### config.mk
export PLATFORM = sky130hd
export DESIGN_NAME = lc_alarm_irq
export DESIGN_NICKNAME = d
export VERILOG_FILES = /design/src/rtl/lc_alarm_pkg.sv /design/src/rtl/lc_sync.sv /design/src/rtl/lc_fall_filter.sv /design/src/rtl/lc_irq_core.sv /design/src/rtl/lc_alarm_irq.sv
export SDC_FILE = /design/constraint.sdc
export NUM_CORES = 1
export LEC_CHECK = 0
export BUFFER_PORTS_ARGS = -buffer_cell sky130_fd_sc_hd__clkbuf_2
export CORE_MARGIN = 3
export CORE_UTILIZATION = 55
export DETAILED_ROUTE_END_ITERATION = 6
export GPL_TIMING_DRIVEN = 0
export PLACE_DENSITY_LB_ADDON = 0.1
export SLEW_MARGIN = 20
export SYNTH_ARGS = -nofsm -noshare
export SYNTH_HDL_FRONTEND = slang
export SYNTH_HIERARCHICAL = 1
export SYNTH_SLANG_ARGS = --single-unit
### constraint.sdc
create_clock -name clk_i -period 1.6 [get_ports clk_i]
set_input_delay 0.32 -clock clk_i [delete_from_list [all_inputs] [get_ports clk_i]]
set_output_delay 0.32 -clock clk_i [all_outputs]
set_load 0.05 [all_outputs]
### src/rtl/lc_alarm_pkg.sv
package lc_alarm_pkg;
  typedef enum logic {
    REL_ALL_HIGH = 1'b0,
    REL_ANY_RISE = 1'b1
  } rel_mode_e;

  function automatic int cnt_width(input int n);
    return (n > 1) ? $clog2(n) : 1;
  endfunction
endpackage

### src/rtl/lc_sync.sv
module lc_sync #(
  parameter int WIDTH  = 1,
  parameter int STAGES = 2,
  parameter bit RST_VAL = 1'b1
) (
  input  logic             clk_i,
  input  logic             rst_ni,
  input  logic [WIDTH-1:0] d_i,
  output logic [WIDTH-1:0] q_o
);
  logic [WIDTH-1:0] stg_q [STAGES];

  for (genvar s = 0; s < STAGES; s++) begin : g_stg
    always_ff @(posedge clk_i or negedge rst_ni) begin
      if (!rst_ni) stg_q[s] <= {WIDTH{RST_VAL}};
      else if (s == 0) stg_q[s] <= d_i;
      else stg_q[s] <= stg_q[(s > 0) ? s-1 : 0];
    end
  end

  assign q_o = stg_q[STAGES-1];
endmodule

### src/rtl/lc_fall_filter.sv
module lc_fall_filter #(
  parameter int DEB_CYCLES = 16
) (
  input  logic clk_i,
  input  logic rst_ni,
  input  logic lvl_i,
  output logic lvl_o
);
  localparam int CNT_W = lc_alarm_pkg::cnt_width(DEB_CYCLES);
  localparam logic [CNT_W-1:0] CNT_LAST = CNT_W'(DEB_CYCLES - 1);

  logic [CNT_W-1:0] cnt_q;
  logic             lvl_q;

  // rising level passes at once; falling level must persist DEB_CYCLES
  always_ff @(posedge clk_i or negedge rst_ni) begin
    if (!rst_ni) begin
      cnt_q <= '0;
      lvl_q <= 1'b1;
    end else if (lvl_i) begin
      cnt_q <= '0;
      lvl_q <= 1'b1;
    end else if (lvl_q) begin
      if (cnt_q == CNT_LAST) begin
        lvl_q <= 1'b0;
        cnt_q <= '0;
      end else begin
        cnt_q <= cnt_q + 1'b1;
      end
    end
  end

  assign lvl_o = lvl_q;

  assert_rise_pass_R4: assert property (@(posedge clk_i) disable iff (!rst_ni)
    (lvl_i && !lvl_q) |=> lvl_q);
  assert_fall_needs_low_R3: assert property (@(posedge clk_i) disable iff (!rst_ni)
    $fell(lvl_q) |-> !$past(lvl_i));
  assert_cnt_bound_R3: assert property (@(posedge clk_i) disable iff (!rst_ni)
    cnt_q <= CNT_LAST);
endmodule

### src/rtl/lc_irq_core.sv
module lc_irq_core #(
  parameter int NUM_LINES = 4
) (
  input  logic                 clk_i,
  input  logic                 rst_ni,
  input  logic [NUM_LINES-1:0] lvl_i,
  input  logic                 pwr_down_i,
  input  logic                 rd_ch1_i,
  input  logic                 rd_ch2_i,
  output logic                 irq_act_o
);
  import lc_alarm_pkg::*;

  logic [NUM_LINES-1:0] prev_q;
  logic [NUM_LINES-1:0] fall, rise;
  logic                 irq_q, rd1_q, rd2_q;
  logic                 ev_fall, rd_done, lvl_rel, rel;
  rel_mode_e            mode;

  always_ff @(posedge clk_i or negedge rst_ni) begin
    if (!rst_ni) prev_q <= '1;
    else         prev_q <= lvl_i;
  end

  assign fall    = prev_q & ~lvl_i;
  assign rise    = ~prev_q & lvl_i;
  assign ev_fall = |fall;
  assign mode    = rel_mode_e'(pwr_down_i);

  always_comb begin
    unique case (mode)
      REL_ANY_RISE: lvl_rel = |rise;
      default:      lvl_rel = &lvl_i;
    endcase
  end

  assign rd_done = (rd1_q | rd_ch1_i) & (rd2_q | rd_ch2_i);
  assign rel     = irq_q & (lvl_rel | rd_done);

  always_ff @(posedge clk_i or negedge rst_ni) begin
    if (!rst_ni) begin
      irq_q <= 1'b0;
      rd1_q <= 1'b0;
      rd2_q <= 1'b0;
    end else if (ev_fall) begin
      irq_q <= 1'b1;
      rd1_q <= 1'b0;
      rd2_q <= 1'b0;
    end else if (rel || !irq_q) begin
      irq_q <= 1'b0;
      rd1_q <= 1'b0;
      rd2_q <= 1'b0;
    end else begin
      rd1_q <= rd1_q | rd_ch1_i;
      rd2_q <= rd2_q | rd_ch2_i;
    end
  end

  assign irq_act_o = irq_q;

  assert_fall_sets_R2: assert property (@(posedge clk_i) disable iff (!rst_ni)
    ev_fall |=> irq_q);
  assert_any_rise_rel_R5: assert property (@(posedge clk_i) disable iff (!rst_ni)
    (irq_q && pwr_down_i && (|rise) && !ev_fall) |=> !irq_q);
  assert_hold_low_R6: assert property (@(posedge clk_i) disable iff (!rst_ni)
    (irq_q && !pwr_down_i && !(&lvl_i) && !rd_done) |=> irq_q);
  assert_reads_rel_R7: assert property (@(posedge clk_i) disable iff (!rst_ni)
    (irq_q && rd_done && !ev_fall) |=> !irq_q);
  assert_idle_no_reads_R7: assert property (@(posedge clk_i) disable iff (!rst_ni)
    !irq_q |-> (!rd1_q && !rd2_q));
  assert_new_fall_clears_R8: assert property (@(posedge clk_i) disable iff (!rst_ni)
    ev_fall |=> (!rd1_q && !rd2_q));
endmodule

### src/rtl/lc_alarm_irq.sv
module lc_alarm_irq #(
  parameter int NUM_CH      = 2,
  parameter int DEB_CYCLES  = 16,
  parameter int SYNC_STAGES = 2
) (
  input  logic              clk_i,
  input  logic              rst_ni,
  input  logic [NUM_CH-1:0] alarm_ni,
  input  logic [NUM_CH-1:0] detect_ni,
  input  logic              pwr_down_i,
  input  logic              rd_ch1_i,
  input  logic              rd_ch2_i,
  output logic              irq_no
);
  localparam int NUM_LINES = 2 * NUM_CH;

  logic [NUM_CH-1:0]    alm_s, det_s, det_f;
  logic [NUM_LINES-1:0] lvl;
  logic                 irq_act;

  lc_sync #(.WIDTH(2*NUM_CH), .STAGES(SYNC_STAGES), .RST_VAL(1'b1)) i_sync (
    .clk_i (clk_i),
    .rst_ni(rst_ni),
    .d_i   ({detect_ni, alarm_ni}),
    .q_o   ({det_s, alm_s})
  );

  for (genvar c = 0; c < NUM_CH; c++) begin : g_det
    lc_fall_filter #(.DEB_CYCLES(DEB_CYCLES)) i_filt (
      .clk_i (clk_i),
      .rst_ni(rst_ni),
      .lvl_i (det_s[c]),
      .lvl_o (det_f[c])
    );
  end

  assign lvl = {det_f, alm_s};

  lc_irq_core #(.NUM_LINES(NUM_LINES)) i_core (
    .clk_i     (clk_i),
    .rst_ni    (rst_ni),
    .lvl_i     (lvl),
    .pwr_down_i(pwr_down_i),
    .rd_ch1_i  (rd_ch1_i),
    .rd_ch2_i  (rd_ch2_i),
    .irq_act_o (irq_act)
  );

  assign irq_no = ~irq_act;

  assert_reset_idle_R1: assert property (@(posedge clk_i) disable iff (!rst_ni)
    $rose(rst_ni) |-> irq_no);
endmodule

==> impl_metrics.env <==
export IMPL_outcome="complete, no violations"
export IMPL_min_delay_path_depth=1
export IMPL_drv_cap=0
export IMPL_startpoint="i_core/prev_q[3]"
export IMPL_synth_top_cell_area_share=0.367
export IMPL_p_per_area_nw_per_um2=967
export IMPL_r2r_start="i_core/prev_q[3]"
export IMPL_post_place_ws_ns=0.216
export IMPL_worst_pin_slew_ns=0.558
export IMPL_synthToLayoutAreaGrowth_pct=11.2
export IMPL_synthTopCellsByCount="dfstp_2, dfrtp_1, nor2_1"
export IMPL_reg2reg_depth=3
export IMPL_crit_end="i_core/rd2_q"
export IMPL_critical_path_depth=3
export IMPL_relSlewSlack=0.628
export IMPL_synthTopCellsByArea="dfstp_2, dfrtp_1, mux2i_1"
export IMPL_p_leak_nw=0.510
export IMPL_max_clock_freq_ghz=0.719
export IMPL_ys_warn_count=6
export IMPL_drt_initial_drc_count=4
export IMPL_layout_drive_gt1_share=0.344
export IMPL_synth_seq_area_share=0.642
export IMPL_chipHeight_um=48.7
export IMPL_cp_max_fo=3
export IMPL_gp_congestion=0.757
export IMPL_start_util=0.622
export IMPL_reg2reg_slack_ns=0.21
export IMPL_h_tree_depth=1
export IMPL_rsz0062_at_grt="false"
export IMPL_diodes=0
export IMPL_fin_crit_ns=1.39
export IMPL_cp_buffers_inverters=0
export IMPL_cp_end_kind="register"
export IMPL_die_w_um=48.7
export IMPL_holdBufCountCts=1
export IMPL_ctsResizeCount=0
export IMPL_synth_edf_count=0
export IMPL_placementRows=14
export IMPL_hold_violations=0
export IMPL_cp_required_ns=1.83
export IMPL_dr_pass1_iters=4
export IMPL_routedWlPerCell_um=10.8
export IMPL_grt_ovfl_total=0
export IMPL_die_area_um2=2370
export IMPL_yosysTopAreaCell="dfstp_2"
export IMPL_cp_slowest_cell="dfstp_2"
export IMPL_antenna_found_initial=0
export IMPL_grt_usage=0.136
export IMPL_nNetsFinal=108
export IMPL_r2r_end="i_core/rd2_q"
export IMPL_coreArea_um2=1610
export IMPL_yosysMostFrequentCell="dfstp_2"
export IMPL_max_stage_delay_ns=0.55
export IMPL_hpwl_um=939
export IMPL_setup_viol=0
export IMPL_viasPerCell=5.14
export IMPL_grt_pass1_wl_um=2500
export IMPL_synthCells=82
export IMPL_drv_slew=0
export IMPL_finalSetupTns_ns=0
export IMPL_ys_types=24
export IMPL_cts_buffers=3
export IMPL_synth_nets=93
export IMPL_ys_ff_latch=25
export IMPL_ant_nets=0
export IMPL_cp_start_kind="register"
export IMPL_crit_chain="nor2b_1 -> o41a_1 -> nor4_1"
export IMPL_clk_pin_slew_worst_paths_ns=0.13
export IMPL_io_pins=10
export IMPL_cp_top_family="flip-flops"
export IMPL_clk_latency_ns=0.31
export IMPL_vdd_drop_max_mv=0.695
export IMPL_postSynthAreaPerCell_um2=12.2
export IMPL_skew_ns=0.00602
export IMPL_routed_wl_um=1300
export IMPL_grt_pass1_vias=574
export IMPL_root_buffer="clkbuf_4"
export IMPL_port_buffers=9
export IMPL_cts_setup_buffers=0
export IMPL_synthFlopType="dfstp_2"
export IMPL_vias=617
export IMPL_cts_sinks=25
export IMPL_hold_path_class="input port to register"
export IMPL_synthesis_area_um2=1000
export IMPL_async_reset_ff_frac=1.00
export IMPL_fin_ws_ns=0.210
export IMPL_fin_crit_sh=0.869
export IMPL_cts_path_max_buffers=2
export IMPL_cts_tree="done"
export IMPL_fillers=132
export IMPL_grt_max_degree=26
export IMPL_critPathKind="register to register"
export IMPL_drc=0
export IMPL_cp_arrival_ns=1.62
## where the power goes
| group | total [mW] | leakage, nW | switching (mW) | internal (mW) |
|---|---|---|---|---|
| sequential | 0.698 | 0.292 | 0.0226 | 0.675 |
| clock | 0.272 | 0.0177 | 0.179 | 0.0935 |
| combinational | 0.108 | 0.200 | 0.0616 | 0.0463 |
| total | 1.08 | 0.510 | 0.263 | 0.815 |
## state kept, by name, summed over array words and instances (netlist names)
name / count
i_core/prev_q: 4
g_det.i_filt/lvl_o: 2
i_core/rd1_q: 1
i_core/rd2_q: 1
i_sync/stg_q: 4
i_core/irq_act_o: 1
i_sync/q_o: 4
g_det.i_filt/cnt_q: 8
## layout make-up
class | instances | area (µm²) | area share
Multi-Input combinational cell | 51 | 322 | 0.288
Inverter | 2 | 7.51 | 0.00673
Tap cell | 24 | 30.0 | 0.0269
Clock buffer | 3 | 22.5 | 0.0202
Clock inverter | 1 | 5.00 | 0.00449
Buffer | 4 | 30.0 | 0.0269
Timing Repair Buffer | 10 | 55.1 | 0.0494
Sequential cell | 25 | 643 | 0.577
## metal layers
metal	GRT usage	share of wire	up-vias	wire, µm
met4	0.0711	0.017	0	22
met3	0.0276	0.038	2	49
met5	0	0	-	0
li1	-	-	312	-
met2	0.190	0.40	15	523
met1	0.200	0.54	288	707
## worst min path at each step
stage	slack, ns	start	end
2_1_floorplan	0.02	rst_ni	g_det[0].i_filt/cnt_q[0]
3_3_place_gp	0.34	rst_ni	i_core/irq_act_o
3_5_place_dp	0.34	rst_ni	i_core/rd1_q
4_1_cts	0.05	detect_ni[1]	i_sync/stg_q[7]
5_1_grt	0.03	alarm_ni[1]	i_sync/stg_q[5]
6_report	0.07	detect_ni[1]	i_sync/stg_q[7]
## cell usage in the layout, fill, tap and decap left out
cell type,instances
o22ai_1,1
nor2b_1,4
clkbuf_4,3
dfstp_2,14
or3_1,2
o41a_1,1
clkbuf_2,9
mux2i_1,4
inv_1,2
o21ai_0,2
nand2b_1,3
a21oi_1,4
nand4_1,1
a31oi_1,2
dfrtp_1,11
nand3_1,2
o2111ai_1,1
xor2_1,2
buf_4,4
clkinv_2,1
nand2_1,6
o21bai_1,1
dlygate4sd3_1,1
a21o_2,2
o211ai_1,1
nor2_1,8
ha_1,2
nor4_1,2
## through the flow
| step | util | cell area (µm²) | hold slack (ns) | std cells | total power [mW] |
|---|---|---|---|---|---|
| after floorplan | - | 1000 | 0.0244 | 82 | 0.776 |
| after global placement | 0.668 | 1080 | 0.341 | 115 | 0.811 |
| after detailed placement | 0.668 | 1080 | 0.342 | 115 | 0.816 |
| after CTS | 0.692 | 1110 | 0.0489 | 120 | 1.10 |
| after global routing | 0.692 | 1110 | 0.0335 | 120 | 1.15 |
| final | 0.692 | 1110 | 0.0655 | 120 | 1.08 |
## worst reg2reg max path: cells and delay by family, from the launching register on
| kind | cells | cell delay [ns] |
|---|---|---|
| flops | 1 | 0.55 |
| simple gates | 2 | 0.31 |
| compound gates | 1 | 0.44 |
## cells by family (layout without fill, tap and decap cells)
family | after synthesis | after routing | share of synthesized area
AND/OR/NAND/NOR | 28 | 28 | 0.137
XOR/XNOR | 2 | 2 | 0.0175
flip-flops | 25 | 25 | 0.642
multiplexers | 4 | 4 | 0.0400
buffers and inverters | 6 | 20 | 0.0375
adder cells (fa/ha/maj) | 2 | 2 | 0.0250
AO/OA/AOI/OAI | 15 | 15 | 0.101
No activity file was read; power rests on OpenSTA's default activity.
